### src/rtl/wrprot_pkg.sv
package wrprot_pkg;
    localparam logic [4:0] KEY_LOCK   = 5'h16;
    localparam logic [4:0] KEY_UNLOCK = 5'h09;

    typedef enum logic [0:0] {
        CS_IDLE = 1'b0,
        CS_RUN  = 1'b1
    } cs_state_e;
endpackage

### src/rtl/wrprot_lock.sv
module wrprot_lock
    import wrprot_pkg::*;
(
    input  logic       clk,
    input  logic       rst_n,
    input  logic       wr_en,
    input  logic [4:0] key_eng,
    input  logic [4:0] key_host,
    output logic       eng_locked,
    output logic       host_locked
);
    typedef struct packed {
        logic eng;
        logic host;
    } lock_s;

    lock_s lk_d, lk_q;

    always_comb begin
        lk_d = lk_q;
        if (wr_en) begin
            if (key_eng == KEY_LOCK)          lk_d.eng = 1'b1;
            else if (key_eng == KEY_UNLOCK)   lk_d.eng = 1'b0;
            if (key_host == KEY_LOCK)         lk_d.host = 1'b1;
            else if (key_host == KEY_UNLOCK)  lk_d.host = 1'b0;
        end
    end

    always_ff @(posedge clk or negedge rst_n) begin
        if (!rst_n) lk_q <= '0;
        else        lk_q <= lk_d;
    end

    assign eng_locked  = lk_q.eng;
    assign host_locked = lk_q.host;
endmodule

### src/rtl/wrprot_csum.sv
module wrprot_csum
    import wrprot_pkg::*;
#(
    parameter int                N_REGS    = 8,
    parameter int                DATA_W    = 24,
    parameter logic [N_REGS-1:0] CSUM_MASK = '1
) (
    input  logic                           clk,
    input  logic                           rst_n,
    input  logic                           enable,
    input  logic                           start,
    input  logic [N_REGS-1:0][DATA_W-1:0]  regs,
    output logic [DATA_W-1:0]              result,
    output logic                           busy
);
    localparam int IDX_W = (N_REGS > 1) ? $clog2(N_REGS) : 1;
    localparam logic [IDX_W-1:0] LAST_IDX = IDX_W'(N_REGS - 1);

    typedef struct packed {
        cs_state_e         st;
        logic [IDX_W-1:0]  idx;
        logic [DATA_W-1:0] acc;
        logic [DATA_W-1:0] res;
    } cs_s;

    cs_s cs_d, cs_q;
    logic [DATA_W-1:0] term;

    always_comb begin
        term = CSUM_MASK[cs_q.idx] ? regs[cs_q.idx] : '0;
        cs_d = cs_q;
        if (!enable) begin
            cs_d.st = CS_IDLE;
        end else begin
            case (cs_q.st)
                CS_IDLE: begin
                    if (start) begin
                        cs_d.st  = CS_RUN;
                        cs_d.idx = '0;
                        cs_d.acc = '0;
                    end
                end
                CS_RUN: begin
                    cs_d.acc = cs_q.acc + term;
                    if (cs_q.idx == LAST_IDX) begin
                        cs_d.res = cs_q.acc + term;
                        cs_d.st  = CS_IDLE;
                    end else begin
                        cs_d.idx = cs_q.idx + 1'b1;
                    end
                end
                default: cs_d.st = CS_IDLE;
            endcase
        end
    end

    always_ff @(posedge clk or negedge rst_n) begin
        if (!rst_n) cs_q <= '{st: CS_IDLE, idx: '0, acc: '0, res: '0};
        else        cs_q <= cs_d;
    end

    assign result = cs_q.res;
    assign busy   = (cs_q.st == CS_RUN);
endmodule

### src/rtl/wrprot_top.sv
module wrprot_top #(
    parameter int                N_REGS         = 8,
    parameter int                DATA_W         = 24,
    parameter logic [N_REGS-1:0] ENG_LOCK_MASK  = 8'h0F,
    parameter logic [N_REGS-1:0] HOST_LOCK_MASK = 8'h3C,
    parameter logic [N_REGS-1:0] CSUM_MASK      = 8'h7E,
    localparam int               ADDR_W         = $clog2(N_REGS + 3)
) (
    input  logic              clk,
    input  logic              rst_n,
    input  logic              eng_we,
    input  logic [ADDR_W-1:0] eng_addr,
    input  logic [DATA_W-1:0] eng_wdata,
    input  logic              host_we,
    input  logic [ADDR_W-1:0] host_addr,
    input  logic [DATA_W-1:0] host_wdata,
    input  logic              lowrate_stb,
    input  logic [ADDR_W-1:0] rd_addr,
    output logic [DATA_W-1:0] rd_data,
    output logic [DATA_W-1:0] csum_o
);
    localparam int IDX_W = (N_REGS > 1) ? $clog2(N_REGS) : 1;
    localparam logic [ADDR_W-1:0] LOCK_ADDR = ADDR_W'(N_REGS);
    localparam logic [ADDR_W-1:0] CTRL_ADDR = ADDR_W'(N_REGS + 1);
    localparam logic [ADDR_W-1:0] CSUM_ADDR = ADDR_W'(N_REGS + 2);
    localparam logic [ADDR_W-1:0] BANK_END  = ADDR_W'(N_REGS);

    typedef struct packed {
        logic [N_REGS-1:0][DATA_W-1:0] regs;
        logic                          csum_off;
    } top_s;

    top_s st_d, st_q;

    logic eng_locked, host_locked;
    logic csum_busy;
    logic [DATA_W-1:0] csum_q;
    logic [N_REGS-1:0][DATA_W-1:0] bank_q;
    logic csum_off;

    logic [IDX_W-1:0] eng_idx, host_idx, rd_idx;
    logic eng_ok, host_ok;
    logic eng_lock_wr, host_lock_wr, eng_ctrl_wr, host_ctrl_wr;
    logic [4:0] key_eng, key_host;

    assign eng_idx  = eng_addr[IDX_W-1:0];
    assign host_idx = host_addr[IDX_W-1:0];
    assign rd_idx   = rd_addr[IDX_W-1:0];

    assign eng_ok  = eng_we  && (eng_addr  < BANK_END) &&
                     !(eng_locked  && ENG_LOCK_MASK[eng_idx]);
    assign host_ok = host_we && (host_addr < BANK_END) &&
                     !(host_locked && HOST_LOCK_MASK[host_idx]);

    assign eng_lock_wr  = eng_we  && (eng_addr  == LOCK_ADDR);
    assign host_lock_wr = host_we && (host_addr == LOCK_ADDR);
    assign eng_ctrl_wr  = eng_we  && (eng_addr  == CTRL_ADDR);
    assign host_ctrl_wr = host_we && (host_addr == CTRL_ADDR);

    assign key_eng  = host_lock_wr ? host_wdata[4:0]  : eng_wdata[4:0];
    assign key_host = host_lock_wr ? host_wdata[12:8] : eng_wdata[12:8];

    always_comb begin
        st_d = st_q;
        for (int i = 0; i < N_REGS; i++) begin
            if (host_ok && host_idx == IDX_W'(i))
                st_d.regs[i] = host_wdata;
            else if (eng_ok && eng_idx == IDX_W'(i))
                st_d.regs[i] = eng_wdata;
        end
        if (host_ctrl_wr)     st_d.csum_off = host_wdata[0];
        else if (eng_ctrl_wr) st_d.csum_off = eng_wdata[0];
    end

    always_ff @(posedge clk or negedge rst_n) begin
        if (!rst_n) st_q <= '0;
        else        st_q <= st_d;
    end

    assign bank_q   = st_q.regs;
    assign csum_off = st_q.csum_off;

    wrprot_lock u_lock (
        .clk         (clk),
        .rst_n       (rst_n),
        .wr_en       (eng_lock_wr || host_lock_wr),
        .key_eng     (key_eng),
        .key_host    (key_host),
        .eng_locked  (eng_locked),
        .host_locked (host_locked)
    );

    wrprot_csum #(
        .N_REGS    (N_REGS),
        .DATA_W    (DATA_W),
        .CSUM_MASK (CSUM_MASK)
    ) u_csum (
        .clk    (clk),
        .rst_n  (rst_n),
        .enable (!st_q.csum_off),
        .start  (lowrate_stb),
        .regs   (st_q.regs),
        .result (csum_q),
        .busy   (csum_busy)
    );

    always_comb begin
        rd_data = '0;
        if (rd_addr < BANK_END) begin
            rd_data = st_q.regs[rd_idx];
        end else if (rd_addr == LOCK_ADDR) begin
            rd_data[0] = eng_locked;
            rd_data[8] = host_locked;
        end else if (rd_addr == CTRL_ADDR) begin
            rd_data[0] = st_q.csum_off;
        end else if (rd_addr == CSUM_ADDR) begin
            rd_data = csum_q;
        end
    end

    assign csum_o = csum_q;
endmodule

### config.mk
export PLATFORM = sky130hd
export DESIGN_NAME = wrprot_top
export DESIGN_NICKNAME = d
export VERILOG_FILES = /design/src/rtl/wrprot_pkg.sv /design/src/rtl/wrprot_lock.sv /design/src/rtl/wrprot_csum.sv /design/src/rtl/wrprot_top.sv
export SDC_FILE = /design/constraint.sdc
export NUM_CORES = 1
export LEC_CHECK = 0
export ABC_CLOCK_PERIOD_IN_PS = 10300
export CAP_MARGIN = 20
export CORE_MARGIN = 2
export CORE_UTILIZATION = 55
export DETAILED_ROUTE_END_ITERATION = 12
export HOLD_SLACK_MARGIN = 0.08
export PLACE_DENSITY = 0.81
export SYNTH_ARGS = -nofsm -noshare
export SYNTH_HDL_FRONTEND = slang
export SYNTH_SLANG_ARGS = --single-unit
export TNS_END_PERCENT = 5
### constraint.sdc
create_clock -name clk -period 10.3 [get_ports clk]
set_input_delay 1.545 -clock clk [delete_from_list [all_inputs] [get_ports clk]]
set_output_delay 1.545 -clock clk [all_outputs]
set_load 0.02 [all_outputs]
Word-level counts from Yosys, hierarchy flattened
Memories as Yosys holds them, arrays and structs flattened.
Cells that the tools add are included.

storage, ports and cells
  output and inout bits = 48
  register bits after elaboration = 247
  bits in read-only memories = 24
  memories = 3
  logic and storage cells = 149
  input bits = 65

operators by class
  reduce and logical (&&, ||, !) cells = 47
  equal/unequal tests = 28
  muxes and demuxes = 45
  add/sub/neg operators = 2
  bitwise gates (word level) = 2
  $lt $le $gt $ge = 7

memories
  memory           words  width  rd ports  clocked after memory_dff  wr ports  line               text
  (no name shown)  8      1      1         0                         0         wrprot_csum.sv:30  term = CSUM_MASK[cs_q.idx] ? regs[cs_q.idx] : '0;
  (no name shown)  8      1      1         0                         0         wrprot_top.sv:53   !(host_locked && HOST_LOCK_MASK[host_idx]);
  (no name shown)  8      1      1         0                         0         wrprot_top.sv:51   !(eng_locked && ENG_LOCK_MASK[eng_idx]);

operators with widths
  cell                  number
  $mux W24              21
  $bmux W24 S3          2
  $pmux W28 S2          1
  $eq A4 B4 Y1 const B  7
  $mux W28              1
  $eq A3 B3 Y1 const B  9
  $logic_and A1 B1 Y1   26
  $add A24 B24 Y24      1
  $mux W23              1
  $reduce_bool A2 Y1    11
  $lt A3 B4 Y1 const B  4
  $mux W15              1
  $mux W1               14
  $eq A3 B2 Y1 const B  4
  $lt A4 B4 Y1 const B  3
  $eq A5 B4 Y1 const B  2
  $eq A5 B5 Y1 const B  2
  $mux W5               2
  $mux W7               1
  $eq A3 B1 Y1 const B  2
  $logic_not A3 Y1      2
  $reduce_and A2 Y1     3
  $reduce_and A3 Y1     2
  $ne A2 B2 Y1 const B  2
  other kinds (5)       7

Longest topological paths before layout
Gate-level depths: netlist of the first run.

  depth in word-level cells = 8
  mapped depth = 18
  depth with buffers taken out = 14

Cells and area by module
From an unflattened synthesis of the first run, not the netlist that was laid out.

second synthesis, totals
  cells, all modules = 1826
  area total of the unflattened synthesis = 17103.9 µm²

by module, submodules not included
  module       sequential area each (µm²)  instances  cells each  area each (µm²)
  wrprot_top   4829.6                      1          1327        12115.4
  wrprot_csum  1301.2                      1          485         4847.1
  wrprot_lock  50.0                        1          14          141.4

Worst setup path before layout of the first run
Ideal clock, no wire load.

  path kind = input -> output
  start point = in rd_addr[2]
  end point = out rd_data[10]
  buffers on the path = 2
  path slack = 5749 ps
  cell stages on the path = 4
  arrival = 3006 ps
  required time = 8755 ps
  cell sequence = clkbuf_1 -> buf_1 -> mux2i_1 -> o21ai_0

between the ends
  word-level cells in the longest chain between the ends = 5
  elaborated cells on any way between the ends = 10
  classes of those cells = 1 x order compare; 3 x eq/ne; 6 x mux

ends and longest elaborated chain
  element             line               text
  start: declaration  wrprot_top.sv:18   input logic [ADDR_W-1:0] rd_addr,
  $eq A4 B4 Y1        wrprot_top.sv:116  end else if (rd_addr == CSUM_ADDR) begin
  $mux W24            wrprot_top.sv:116
  $mux W23            wrprot_top.sv:114  end else if (rd_addr == CTRL_ADDR) begin
  $mux W15            wrprot_top.sv:111  end else if (rd_addr == LOCK_ADDR) begin
  $mux W24 (*)        wrprot_top.sv:109  if (rd_addr < BANK_END) begin
  end: declaration    wrprot_top.sv:19   output logic [DATA_W-1:0] rd_data,

Every way passes the cells marked *; elsewhere a longest branch is shown, timed or not. The select of a mux whose other input is x is not followed.

Worst setup path in the final report of the first run
  start point = in rd_addr[3]
  end point = out rd_data[7]

between the ends
  word-level cells in the longest chain between the ends = 5
  elaborated cells on any way between the ends = 8
  classes of those cells = 1 x order compare; 3 x eq/ne; 4 x mux

ends and longest elaborated chain
  element       line
  $eq A4 B4 Y1  wrprot_top.sv:116
  $mux W24      wrprot_top.sv:116
  $mux W23      wrprot_top.sv:114
  $mux W7       wrprot_top.sv:111
  $mux W24 (*)  wrprot_top.sv:109

Every way passes the cells marked *; elsewhere a longest branch is shown, timed or not.

==> impl_metrics.ini, run 1 <==
[route]
drt-wirelength-per-cell_um = 23.1
routed_via_density = 6.48
dr.pass1.iters = 6
wirelength_um = 44500
drc = 0
antenna_left = 0
vias = 12500
drt_iter0_drc = 1577

[clock_tree]
insertion_delay_ns = 0.55
cts_tree = yes
hold_buffers = 0
max-clock-path-buffers = 3
clock-sinks = 247
ctsResizeCount = 0
postCtsSetupBuffers = 0
clk_pin_slew_ns = 0.06
cts_made_buffers = 27
root_buffer = clkbuf_16
htree_levels = 1

[floorplanning]
core_um2 = 27900
die_h_um = 173
fp.dieW_um = 173
row_count = 61
start_util_pct = 56.1
die-area_um2 = 29800
ios = 113

[timing]
hold_violations = 0
period_minus_slack_ns = 5.67
setup_slack_ns = 4.63
fmax_mhz = 176
tightest_slew_ns = 1.11
finalMaxSlewViolations = 0
finClkSkew_ns = 0.0146
rsz0062_at_grt = false
tns_ns = 0
setup_viol = 0
min_period_over_period_pct = 55.1
slew-limit-headroom_pct = 25.8

[synth]
syn_nets = 1636
ys_seq_area_share_pct = 39.5
synth_warnings = 0
ys_ff_latch = 247
synth_enable_flop_cells = 0
ys_types = 55
async_flop_share_pct = 100
synthFlopType = dfrtp_1
avgSynthCellArea_um2 = 10.1
netlist_instances = 1544
synth.cell_area_um2 = 15700

[grt]
grtUsageMet3_pct = 6.24
grt_first_pass_wirelength_um = 69900
grt_busiest_layer = met2
grt_max_degree = 91
track_usage_pct = 29.6
use_met2_pct = 47.7
overflow = 0
grt_util_met1_pct = 39.7
antenna_found_initial = 3
grt_pass1_vias = 12500

[critical_path]
critPathLaunchType = input pin
cp.required_ns = 8.76
critPathSlowestCell = clkdlybuf4s50_1
max_stage_delay_ns = 0.67
cp_cell_sequence = clkdlybuf4s50_1 -> buf_4 -> nor4bb_4 -> buf_4 -> nand2_1 -> o21ai_0 -> clkdlybuf4s50_1
cpLargestDelayFamily = buffers and inverters
worstSetupPathType = in -> out
arrival_ns = 4.13
critPathMaxFanout = 28
endpoint_kind = output pin
critPathBufInv = 4

[cells_and_area]
final_nets = 1619
nFillCells = 2187
mostFrequentLayoutCells = dfrtp_1 (245), mux2i_1 (243), nand2_1 (162)
layout-drive-gt1-share_pct = 12.5
area_delta_synth_final_pct = 12.6
fin_util_pct = 63.2
stdcell_area_um2 = 17600
layout.cells.most_common = dfrtp_1

[power_and_ir_drop]
power.density_nw_per_um2 = 239
vdd_drop_max_uv = 152
power.leakage_uw = 0.00747

[outcome]
outcome = complete, no violations

[placed_design]
io_buffer_count = 112
dp_slack_ns = 4.66
place_area_um2 = 16700
dp_hpwl_um = 27800
gp_congestion = 0.904

[job]
cap_violations = 0

[worst_hold_path]
worstHoldPathType = reg -> reg
## cells by family (layout without fill, tap and decap cells)
kind of cell	count (synthesis)	after routing	synth area share (%)
AOI/OAI and AO/OA	340	340	11.7
xor gates and xnor gates	23	23	1.33
adders and majority gates	27	27	2.20
buffers and inverters	190	192	5.51
DFF	247	247	39.5
muxes	344	344	29.7
other	0	2	0
and+or+nand+nor	373	373	10.1
## cells in the mapped netlist, drive strengths merged (5+ instances only)
| cell type | n | share of area (%) |
|---|---|---|
| mux2i | 243 | 16 |
| nand2 | 162 | 3.9 |
| a21oi | 145 | 4.6 |
| ha | 26 | 2.1 |
| nor2 | 158 | 3.8 |
| a21o | 12 | 0.58 |
| nor4bb | 5 | 0.32 |
| xor2 | 8 | 0.45 |
| dfrtp | 247 | 39 |
| mux4 | 96 | 14 |
| clkbuf | 120 | 2.9 |
| buf | 64 | 2.4 |
| xnor2 | 15 | 0.89 |
| mux2 | 5 | 0.36 |
| nand3 | 5 | 0.16 |
| a22o | 5 | 0.28 |
| o21ai | 150 | 4.8 |
| inv | 6 | 0.14 |
| nand4 | 5 | 0.20 |
| a31oi | 5 | 0.20 |
| nand3b | 8 | 0.38 |
## power breakdown
group | internal, uW | total (uW) | switching, uW
Sequential | 1240 | 1480 | 240
Combinational | 822 | 1750 | 928
Clock | 571 | 976 | 405
## path summary, 6_finish.rpt
check / start / endpoint / slack [ns] / depth (start not counted)
worst max register to register: u_csum.cs_q[48] / u_csum.cs_q[44] / 5.36 / 14
worst min-delay path: u_csum.cs_q[30] / u_csum.cs_q[30] / 0.50 / 2
worst min register to register: u_csum.cs_q[30] / u_csum.cs_q[30] / 0.50 / 2
max in group asynchronous: rst_n / bank_q[166] / 8.13 / 3
min in group asynchronous: rst_n / bank_q[9] / 0.98 / 1
worst max-delay path: rd_addr[3] / rd_data[7] / 4.63 / 7
## worst register-to-register path, delay by kind of cell (launching register included)
family / cells / cell delay, ns
XOR/XNOR: 1 / 0.25
AO/OA/AOI/OAI: 5 / 1.13
buffers and inverters: 1 / 0.66
AND/OR/NAND/NOR: 3 / 0.49
flip-flops: 1 / 0.64
multiplexers: 2 / 0.95
adder cells (fa/ha/maj): 2 / 0.66
## layout make-up
type | count | area (um^2) | area share, %
clock buffers | 35 | 766 | 4.34
diodes | 2 | 5.00 | 0.0284
well taps | 378 | 473 | 2.68
repair buffers | 138 | 1390 | 7.90
inverters | 6 | 22.5 | 0.128
flip-flops and latches | 247 | 6190 | 35.1
clock inverters | 13 | 119 | 0.674
multi-input cells | 1107 | 8680 | 49.2
## through the flow
step	total power [uW]	std cells	hold slack [ns]
detailed placement	3210	1873	0.485
CTS	4190	1921	0.500
finish	4210	1926	0.496
global placement	3130	1871	0.468
global route	4420	1924	0.525
floorplan	2720	1544	0.456
## registers in the layout, summed over array words and instances, names as in the netlist
name / count
bank_q: 192
u_csum.result: 24
csum_off: 1
u_csum.cs_q: 27
u_lock.host_locked: 1
u_csum.busy: 1
u_lock.eng_locked: 1
## layer usage
layer | vias to the layer above | share of wire, %
li1 | 5476 | -
met1 | 6166 | 40
met2 | 703 | 47
met3 | 131 | 9.4
met4 | 2 | 3.4
met5 | - | 0.025
(Power assumes the default switching activity.)
==> inputs of run 2 (changes only) <==
Settings changed: ABC_CLOCK_PERIOD_IN_PS 10300 to 5320.
Clock period 10.3 ns to 5.32 ns, I/O delays scaled along.
==> impl_metrics.ini, run 2 (synthesis results as in run 1) <==
[outcome]
outcome = complete, no violations

[grt]
track_usage_pct = 29.5
antenna_found_initial = 0
grt_first_pass_wirelength_um = 69600
grt_max_degree = 104
overflow = 0
grt_pass1_vias = 12400

[floorplanning]
ios = 113
die-area_um2 = 29800
die_h_um = 173
row_count = 61
fp.dieW_um = 173
core_um2 = 27900
start_util_pct = 56.1

[timing]
tns_ns = 0
setup_viol = 0
fmax_mhz = 226
finClkSkew_ns = 0.00948
tightest_slew_ns = 1.21
min_period_over_period_pct = 83.1
period_minus_slack_ns = 4.42
hold_violations = 0
rsz0062_at_grt = false
slew-limit-headroom_pct = 19.4
finalMaxSlewViolations = 0

[cells_and_area]
stdcell_count = 1925
mostFrequentLayoutCells = dfrtp_1 (245), mux2i_1 (243), nand2_1 (162)
final_nets = 1621
layout.cells.most_common = dfrtp_1
diodes = 0
largest_reg_flops = 192
area_delta_synth_final_pct = 12.3
layout-drive-gt1-share_pct = 12.4
nFillCells = 2201
stdcell_area_um2 = 17600

[worst_hold_path]
worstHoldPathType = in -> async

[power_and_ir_drop]
power.density_nw_per_um2 = 461
vdd_drop_max_uv = 302
power.leakage_uw = 0.00745

[route]
drt_iter0_drc = 1348
wirelength_um = 43700
dr.pass1.iters = 6
drt-wirelength-per-cell_um = 22.7
vias = 12400
drc = 0
antenna_left = 0
routed_via_density = 6.42

[placed_design]
dpl.cell_count = 1876
gp_congestion = 0.897
place_area_um2 = 16700
dp_hpwl_um = 27700
io_buffer_count = 112

[critical_path]
cp.required_ns = 5.70
critPathLaunchType = flip-flop
reg2reg_to = u_csum.cs_q[44]
arrival_ns = 4.80
r2r_cells = 13
worstSetupPathType = reg -> reg
reg2reg_slack_ns = 0.90
critPathMaxFanout = 39
endpoint_kind = flip-flop
timing.rr.start = u_csum.cs_q[49]

[clock_tree]
insertion_delay_ns = 0.54
cts_tree = yes
clk_pin_slew_ns = 0.06
clock-sinks = 247
ctsResizeCount = 0
cts_made_buffers = 27
htree_levels = 1
postCtsSetupBuffers = 0
max-clock-path-buffers = 3
root_buffer = clkbuf_16
hold_buffers = 0

[job]
cap_violations = 0
[run 2: cell types whose count changed in the layout (fill, tap and decap cells not counted), sizes merged]
cell	change
buf	+1
bufinv	-1
clkbuf	+8
clkinv	-6
diode	-2
inv	-1
[run 2: area by class of cell]
cell class | count | area [um^2] | share of cell area [%]
Clock buffer | 42 | 832 | 4.73
Clock inverter | 5 | 50.0 | 0.285
Inverter | 6 | 22.5 | 0.128
Timing Repair Buffer | 140 | 1350 | 7.66
Tap cell | 378 | 473 | 2.69
Multi-Input combinational cell | 1107 | 8680 | 49.3
Sequential cell | 247 | 6190 | 35.2
[run 2: power by group]
part | leakage (uW) | switching [uW] | total [uW] | internal [uW]
clock | 0.000440 | 757 | 1870 | 1110
combinational | 0.00401 | 1680 | 3270 | 1590
sequential | 0.00300 | 557 | 2960 | 2400
[run 2: through the flow]
| step | utilization (%) | total power, uW | hold slack, ns | worst slack (ns) |
|---|---|---|---|---|
| after floorplan | - | 5270 | 0.456 | 1.34 |
| after global placement | 59.7 | 6070 | 0.473 | 1.11 |
| after detailed placement | 59.7 | 6210 | 0.488 | 0.980 |
| after CTS | 62.9 | 8080 | 0.354 | 0.961 |
| after global routing | 63.0 | 8560 | 0.396 | 0.692 |
| final | 63.0 | 8100 | 0.318 | 0.901 |
[run 2: worst max-delay path by stage]
stage | to | slack, ns | depth (start not counted) | start
3_3_place_gp | u_csum.cs_q[44] | 1.11 | 13 | u_csum.cs_q[49]
2_1_floorplan | u_csum.cs_q[44] | 1.34 | 17 | u_csum.cs_q[49]
6_report | u_csum.cs_q[44] | 0.90 | 13 | u_csum.cs_q[49]
5_1_grt | u_csum.cs_q[44] | 0.69 | 13 | u_csum.cs_q[49]
4_1_cts | u_csum.cs_q[44] | 0.96 | 13 | u_csum.cs_q[49]
3_5_place_dp | u_csum.cs_q[44] | 0.98 | 13 | u_csum.cs_q[49]
[run 2: critical path: stages (launching register included)]
cell and delay (ns):
dfrtp_2 1.04, ha_1 0.32, mux2_2 0.44, nor2_1 0.11
ha_1 0.23, fa_1 0.44, a21o_1 0.20, a221oi_2 0.36
o31ai_2 0.19, and2_1 0.21, o31a_1 0.26, nor3_2 0.17
xor2_1 0.20, o21ai_1 0.08
[run 2: routing by layer]
layer,track usage [%],vias to the layer above,routed length [um],share of wire [%]
li1,-,5482,-,-
met1,39.4,6130,17300,40
met2,48.2,611,20900,48
met3,5.96,141,3980,9.1
met4,10.8,0,1520,3.5
met5,0,-,0,0
